**config.mk**
```make
export PLATFORM = sky130hd
export DESIGN_NAME = pgwalk_top
export DESIGN_NICKNAME = d
export VERILOG_FILES = /design/src/rtl/pgwalk_pkg.sv /design/src/rtl/pgwalk_perm.sv /design/src/rtl/pgwalk_base.sv /design/src/rtl/pgwalk_top.sv
export SDC_FILE = /design/constraint.sdc
export NUM_CORES = 1
export LEC_CHECK = 0
export ABC_AREA = 1
export BUFFER_PORTS_ARGS = -buffer_cell sky130_fd_sc_hd__buf_2
export CAP_MARGIN = 0
export CORE_ASPECT_RATIO = 0.5
export CORE_MARGIN = 4
export CORE_UTILIZATION = 56
export DETAILED_ROUTE_END_ITERATION = 7
export GPL_TIMING_DRIVEN = 0
export PLACE_DENSITY_LB_ADDON = 0.1
export SYNTH_ARGS = -nofsm -noshare
export SYNTH_HDL_FRONTEND = slang
export SYNTH_SLANG_ARGS = --single-unit
```
**constraint.sdc**
```tcl
create_clock -name clk -period 2.9 [get_ports clk]
set_clock_uncertainty 0.15 [all_clocks]
set_input_delay 0.145 -clock clk [delete_from_list [all_inputs] [get_ports clk]]
set_output_delay 0.145 -clock clk [all_outputs]
set_load 0.01 [all_outputs]
```
**src/rtl/pgwalk_pkg.sv**
```systemverilog
package pgwalk_pkg;
  localparam int WORD_W = 32;
  localparam int OFF_W  = 12;
  localparam int IDX_W  = 10;
  localparam int ENT_LG = 2;

  typedef logic [WORD_W-1:0] word_t;

  typedef enum logic [3:0] {
    S_IDLE, S_DIR_RQ, S_DIR_WT, S_TBL_RQ, S_TBL_WT,
    S_DWB_RQ, S_DWB_WT, S_TWB_RQ, S_TWB_WT, S_RSP
  } walk_st_e;

  function automatic logic [IDX_W-1:0] dir_idx(word_t va);
    return va[WORD_W-1 -: IDX_W];
  endfunction

  function automatic logic [IDX_W-1:0] tbl_idx(word_t va);
    return va[OFF_W +: IDX_W];
  endfunction

  // table base plus entry size times index
  function automatic word_t slot_addr(word_t base, logic [IDX_W-1:0] idx);
    return base + (word_t'(idx) << ENT_LG);
  endfunction

  function automatic word_t frame_base(word_t ent);
    return {ent[WORD_W-1:OFF_W], {OFF_W{1'b0}}};
  endfunction

  function automatic word_t join_pa(word_t pte, word_t va);
    return {pte[WORD_W-1:OFF_W], va[OFF_W-1:0]};
  endfunction

  function automatic word_t mark_entry(word_t ent, logic set_d, int a_pos, int d_pos);
    word_t r;
    r = ent;
    r[a_pos] = 1'b1;
    if (set_d) r[d_pos] = 1'b1;
    return r;
  endfunction
endpackage

```
**src/rtl/pgwalk_perm.sv**
```systemverilog
module pgwalk_perm (
  input  logic present_b,
  input  logic write_b,
  input  logic user_b,
  input  logic is_write,
  input  logic is_user,
  output logic present,
  output logic allowed
);
  always_comb begin
    present = present_b;
    allowed = !(is_write && !write_b) && !(is_user && !user_b);
  end
endmodule

```
**src/rtl/pgwalk_base.sv**
```systemverilog
module pgwalk_base
  import pgwalk_pkg::*;
(
  input  logic  clk,
  input  logic  rst_n,
  input  logic  wr_en,
  input  word_t wr_data,
  input  logic  apply,
  output word_t base,
  output logic  pending
);
  word_t staged;

  always_ff @(posedge clk) begin
    if (!rst_n) begin
      base    <= '0;
      staged  <= '0;
      pending <= 1'b0;
    end else begin
      if (apply) base <= staged;
      if (wr_en) begin
        staged  <= wr_data;
        pending <= 1'b1;
      end else if (apply) begin
        pending <= 1'b0;
      end
    end
  end
endmodule

```
**src/rtl/pgwalk_top.sv**
```systemverilog
module pgwalk_top
  import pgwalk_pkg::*;
#(
  parameter int P_BIT = 0,
  parameter int W_BIT = 1,
  parameter int U_BIT = 2,
  parameter int A_BIT = 5,
  parameter int D_BIT = 6
) (
  input  logic        clk,
  input  logic        rst_n,
  input  logic        base_wr_en,
  input  logic [31:0] base_wr_data,
  input  logic        req_valid,
  output logic        req_ready,
  input  logic [31:0] req_va,
  input  logic        req_write,
  input  logic        req_user,
  output logic        rsp_valid,
  input  logic        rsp_ready,
  output logic        rsp_fault,
  output logic        rsp_level,
  output logic        rsp_prot,
  output logic [31:0] rsp_va,
  output logic [31:0] rsp_pa,
  output logic        mem_req_valid,
  input  logic        mem_req_ready,
  output logic        mem_req_write,
  output logic [31:0] mem_req_addr,
  output logic [31:0] mem_req_wdata,
  input  logic        mem_rsp_valid,
  input  logic [31:0] mem_rsp_data
);
  walk_st_e st;
  word_t va_q, pde_q, pte_q, base_q;
  logic  wr_q, usr_q, fault_q, lvl_q, prot_q;
  logic  base_pend;

  // named internal events for the checker
  logic  walk_wrote;
  word_t wb_old;
  logic  req_fire, base_apply;

  word_t dir_addr, tbl_addr, pde_new, pte_new_rsp, pte_new_q;
  logic  ent_present, ent_allowed;

  assign base_apply = (st == S_IDLE) && base_pend;
  assign req_ready  = (st == S_IDLE) && !base_pend;
  assign req_fire   = req_valid && req_ready;

  pgwalk_base u_base (
    .clk(clk), .rst_n(rst_n), .wr_en(base_wr_en), .wr_data(base_wr_data),
    .apply(base_apply), .base(base_q), .pending(base_pend)
  );

  pgwalk_perm u_perm (
    .present_b(mem_rsp_data[P_BIT]), .write_b(mem_rsp_data[W_BIT]),
    .user_b(mem_rsp_data[U_BIT]), .is_write(wr_q), .is_user(usr_q),
    .present(ent_present), .allowed(ent_allowed)
  );

  always_comb begin
    dir_addr    = slot_addr(base_q, dir_idx(va_q));
    tbl_addr    = slot_addr(frame_base(pde_q), tbl_idx(va_q));
    pde_new     = mark_entry(pde_q, 1'b0, A_BIT, D_BIT);
    pte_new_rsp = mark_entry(mem_rsp_data, wr_q, A_BIT, D_BIT);
    pte_new_q   = mark_entry(pte_q, wr_q, A_BIT, D_BIT);
  end

  always_comb begin
    mem_req_valid = 1'b0;
    mem_req_write = 1'b0;
    mem_req_addr  = dir_addr;
    mem_req_wdata = '0;
    wb_old        = '0;
    unique case (st)
      S_DIR_RQ: mem_req_valid = 1'b1;
      S_TBL_RQ: begin
        mem_req_valid = 1'b1;
        mem_req_addr  = tbl_addr;
      end
      S_DWB_RQ: begin
        mem_req_valid = 1'b1;
        mem_req_write = 1'b1;
        mem_req_wdata = pde_new;
        wb_old        = pde_q;
      end
      S_TWB_RQ: begin
        mem_req_valid = 1'b1;
        mem_req_write = 1'b1;
        mem_req_addr  = tbl_addr;
        mem_req_wdata = pte_new_q;
        wb_old        = pte_q;
      end
      default: ;
    endcase
  end

  always_ff @(posedge clk) begin
    if (!rst_n) begin
      st         <= S_IDLE;
      va_q       <= '0;
      pde_q      <= '0;
      pte_q      <= '0;
      wr_q       <= 1'b0;
      usr_q      <= 1'b0;
      fault_q    <= 1'b0;
      lvl_q      <= 1'b0;
      prot_q     <= 1'b0;
      walk_wrote <= 1'b0;
    end else begin
      unique case (st)
        S_IDLE: if (req_fire) begin
          va_q       <= req_va;
          wr_q       <= req_write;
          usr_q      <= req_user;
          fault_q    <= 1'b0;
          lvl_q      <= 1'b0;
          prot_q     <= 1'b0;
          walk_wrote <= 1'b0;
          st         <= S_DIR_RQ;
        end
        S_DIR_RQ: if (mem_req_ready) st <= S_DIR_WT;
        S_DIR_WT: if (mem_rsp_valid) begin
          pde_q <= mem_rsp_data;
          if (!ent_present || !ent_allowed) begin
            fault_q <= 1'b1;
            lvl_q   <= 1'b0;
            prot_q  <= ent_present;
            st      <= S_RSP;
          end else begin
            st <= S_TBL_RQ;
          end
        end
        S_TBL_RQ: if (mem_req_ready) st <= S_TBL_WT;
        S_TBL_WT: if (mem_rsp_valid) begin
          pte_q <= mem_rsp_data;
          if (!ent_present || !ent_allowed) begin
            fault_q <= 1'b1;
            lvl_q   <= 1'b1;
            prot_q  <= ent_present;
            st      <= S_RSP;
          end else if (pde_new != pde_q) begin
            st <= S_DWB_RQ;
          end else if (pte_new_rsp != mem_rsp_data) begin
            st <= S_TWB_RQ;
          end else begin
            st <= S_RSP;
          end
        end
        S_DWB_RQ: if (mem_req_ready) begin
          walk_wrote <= 1'b1;
          st         <= S_DWB_WT;
        end
        S_DWB_WT: if (mem_rsp_valid) st <= (pte_new_q != pte_q) ? S_TWB_RQ : S_RSP;
        S_TWB_RQ: if (mem_req_ready) begin
          walk_wrote <= 1'b1;
          st         <= S_TWB_WT;
        end
        S_TWB_WT: if (mem_rsp_valid) st <= S_RSP;
        S_RSP:    if (rsp_ready) st <= S_IDLE;
        default:  st <= S_IDLE;
      endcase
    end
  end

  assign rsp_valid = (st == S_RSP);
  assign rsp_fault = fault_q;
  assign rsp_level = lvl_q;
  assign rsp_prot  = prot_q;
  assign rsp_va    = va_q;
  assign rsp_pa    = fault_q ? '0 : join_pa(pte_q, va_q);
endmodule

```
==> metrics.md <==
| Metric | Value |
|---|---|
| Status | `finished with violations` |
| Violated checks | `DRC` |
| WHS Path Cells | `3` |
| Final count of hold timing violations | `0` |
| EDFF count, synth | `0` |
| Post-CTS Setup Bufs | `0` |
| Fin cells | `1787` |
| Endpoint class of the critical path | `primary output` |
| Seq. cell area | `3400 µm²` |
| Vias in the first global route | `9898` |
| YS warnings | `0` |
| Clock Sinks | `170` |
| Share of the yosys chip area belonging to registers | `41.3%` |
| Row cnt | `31` |
| P_leak | `5.30 nW` |
| Setup TNS Final | `0 ps` |
| Ys async rst share | `0%` |
| Fmax | `360 MHz` |
| CTS tree | `built` |
| Initial Utilization | `57.2%` |
| Cell count of the worst reg-to-reg path | `8` |
| DR WL/cell | `19.5 µm` |
| Required @ worst endpoint | `2610 ps` |
| Synthesized area per cell | `6.77 µm²` |
| TritonRoute pass-1 iters | `8` |
| Hold Crit Endpoint | `pte_q[9]$_SDFFE_PN0P_` |
| Hold path start | `rst_n` |
| CTS Buf Count | `17` |
| CP Class | `flip-flop to primary output` |
| Minimum clock period | `2780 ps` |
| Largest net degree at the start of global routing | `17` |
| Area of the multi-input gates | `3990 µm²` |
| IO buf count | `237` |
| Final max-slew violation count | `0` |
| Reg clk slew, reported paths | `70 ps` |
| RSZ-0062 raised after global routing | `true` |
| Worst min-delay path category | `input pin to flip-flop` |
| Detailed Place HPWL | `22800 µm` |
| CP startpoint kind | `flip-flop` |
| Layout Utilization | `79.0%` |
| Worst skew pair latency | `430 ps` |
| Final nets | `1692` |
| Via Count | `10439` |
| MaxCap Viol Count | `0` |
| Syn Std Cell Area | `8250 µm²` |
| Final setup viols | `0` |
| Proportion of layout cells with a drive suffix above 1 | `21.3%` |
| Most common cell after layout, fill and taps aside | `buf_2` |
| GPL Wtd Cong | `0.989` |
| Htree depth | `4` |
| Total grt overflow | `0` |
| Placed cells | `1653` |
| Layout area overhead | `38.2%` |
| Crit Path Max Fanout | `5` |
| Die Ht | `93.8 µm` |
| Seq cells post-synth | `170` |
| DR iter-0 viols | `1305` |
| Worst r2r src | `st[3]$_SDFFE_PN0P_` |
| Core Area | `14400 µm²` |
| Netlist cell types | `32` |
| Peak VDD IR | `0.549 mV` |
| Ys flop type | `dfxtp_1` |
| Most frequent cells in the layout | `buf_2 (258), nor2_1 (186), nand2_1 (174)` |
| Crit path setup slack, layout | `118 ps` |
| Crit share post-route | `95.9%` |
| Pwr dens | `774 nW/µm²` |
| Slew HR | `46.5%` |
| Die X | `180 µm` |
| Setup slack after placement | `318 ps` |
| Worst Path Arrival | `2490 ps` |
| First-pass GRT wire length | `52900 µm` |
| Fill cells | `1047` |
| R2R Path End | `rsp_va[18]$_SDFFE_PN0P_` |
| CTS max path bufs | `2` |
| Drt total wl | `34800 µm` |
| Vias per inst | `5.84` |
| Gr usage total | `39.7%` |
| Drc violations | `1` |
| Worst reg-to-reg setup slack | `860 ps` |
| Initial antenna violation count | `0` |
| Root Driver | `clkbuf_16` |
| Net Count, Synth | `1334` |
| Num ports | `240` |
| Mapped Cells | `1218` |
| Die ar. | `16900 µm²` |
| Antenna-violating nets left | `0` |
| Worst Max-Slew Pin Slew | `802 ps` |
[worst max-delay path by stage]
stage                            startpoint          endpoint  slack, ps  cells after the start
floorplan           rsp_va[22]$_SDFFE_PN0P_  mem_req_addr[18]        790                     10
global placement    rsp_va[22]$_SDFFE_PN0P_  mem_req_addr[18]        350                     10
detailed placement  rsp_va[22]$_SDFFE_PN0P_  mem_req_addr[18]        320                     11
CTS                 rsp_va[22]$_SDFFE_PN0P_  mem_req_addr[18]         20                     11
global route        rsp_va[31]$_SDFFE_PN0P_  mem_req_addr[17]        -20                     11
finish              rsp_va[31]$_SDFFE_PN0P_  mem_req_addr[31]        120                     12
[synth_stat cells (6+ instances only)]
| cell type | count | area share (%) |
|---|---|---|
| dfxtp_1 | 170 | 41 |
| a21oi_1 | 118 | 7.2 |
| xnor2_1 | 7 | 0.74 |
| nand2_2 | 6 | 0.46 |
| inv_1 | 153 | 7.0 |
| nor3_1 | 6 | 0.36 |
| buf_2 | 21 | 1.3 |
| nand2_1 | 177 | 8.1 |
| nand4_1 | 10 | 0.76 |
| o21ai_1 | 15 | 0.91 |
| nor2_1 | 188 | 8.6 |
| o21ai_0 | 158 | 9.6 |
| nand3_1 | 76 | 4.6 |
| clkbuf_1 | 31 | 1.4 |
| inv_2 | 6 | 0.27 |
| buf_6 | 9 | 1.2 |
| o22ai_1 | 31 | 2.4 |
| ha_1 | 10 | 1.5 |
[flip-flops by register name, indices dropped and copies added (netlist names)]
| register | count |
|---|---|
| pde_q | 32 |
| pte_q | 32 |
| rsp_va | 32 |
| u_base.base | 32 |
| u_base.staged | 32 |
| st | 4 |
| rsp_fault | 1 |
| rsp_level | 1 |
| rsp_prot | 1 |
| u_base.pending | 1 |
| usr_q | 1 |
| wr_q | 1 |
[critical path, cell delays in order (launching register included)]
cell and delay [ps]:
dfxtp_1 370, ha_1 450, nand2_2 150, nor2_4 190, and2_1 140, nand2_1 110, nand2_2 150, nand2_1 60
nand2_1 60, nand2_1 40, nand2_1 70, nand2_1 100, buf_2 160
[report_power, final]
group	total (mW)	switching, mW	internal, mW
clock network	2.36	1.01	1.35
registers	3.21	0.377	2.84
logic	3.25	2.13	1.11
total	8.82	3.52	5.30
[logic make-up (layout without fill, tap and decap cells)]
family | Yosys count | after routing | share of synthesized area, %
other cells | 0 | 1 | 0
buf+inv | 227 | 597 | 11.5
compound gates | 329 | 329 | 20.6
xor+xnor | 7 | 7 | 0.743
simple gates | 474 | 474 | 24.1
flops | 170 | 170 | 41.3
fa+ha+maj | 11 | 11 | 1.76
[per-stage QoR]
| stage | instance area [µm²] | hold WS (ps) | total power [mW] |
|---|---|---|---|
| finish | 11400 | 76.9 | 8.82 |
| global route | 11400 | 72.1 | 9.17 |
| CTS | 11300 | 11.3 | 8.53 |
| detailed placement | 9680 | 227 | 6.08 |
| global placement | 9680 | 216 | 6.01 |
| floorplan | 8250 | 130 | 4.95 |
[routing by layer]
layer / part of all wire, % / up-vias / track usage (%)
li1: - / 4664 / -
met1: 39 / 4743 / 51.1
met2: 42 / 834 / 62.1
met3: 13 / 198 / 11.6
met4: 5.3 / 0 / 18.8
met5: 0 / - / 0
[cell type report]
cell class / count / area share [%]
clock inverter: 11 / 1.20
tap: 198 / 2.17
inverter: 159 / 5.23
antenna: 1 / 0.0219
clock buffer: 20 / 4.09
buffer: 68 / 3.12
multi-input combinational: 821 / 35.0
timing repair buffer: 339 / 19.4
sequential: 170 / 29.9
[timing repair]
item                       CTS  global route
hold buffers               102             0
hold endpoints to repair   131             0
setup endpoints to repair    4            19
gates resized for setup      2            20
No activity file was read; power rests on OpenSTA's default activity.
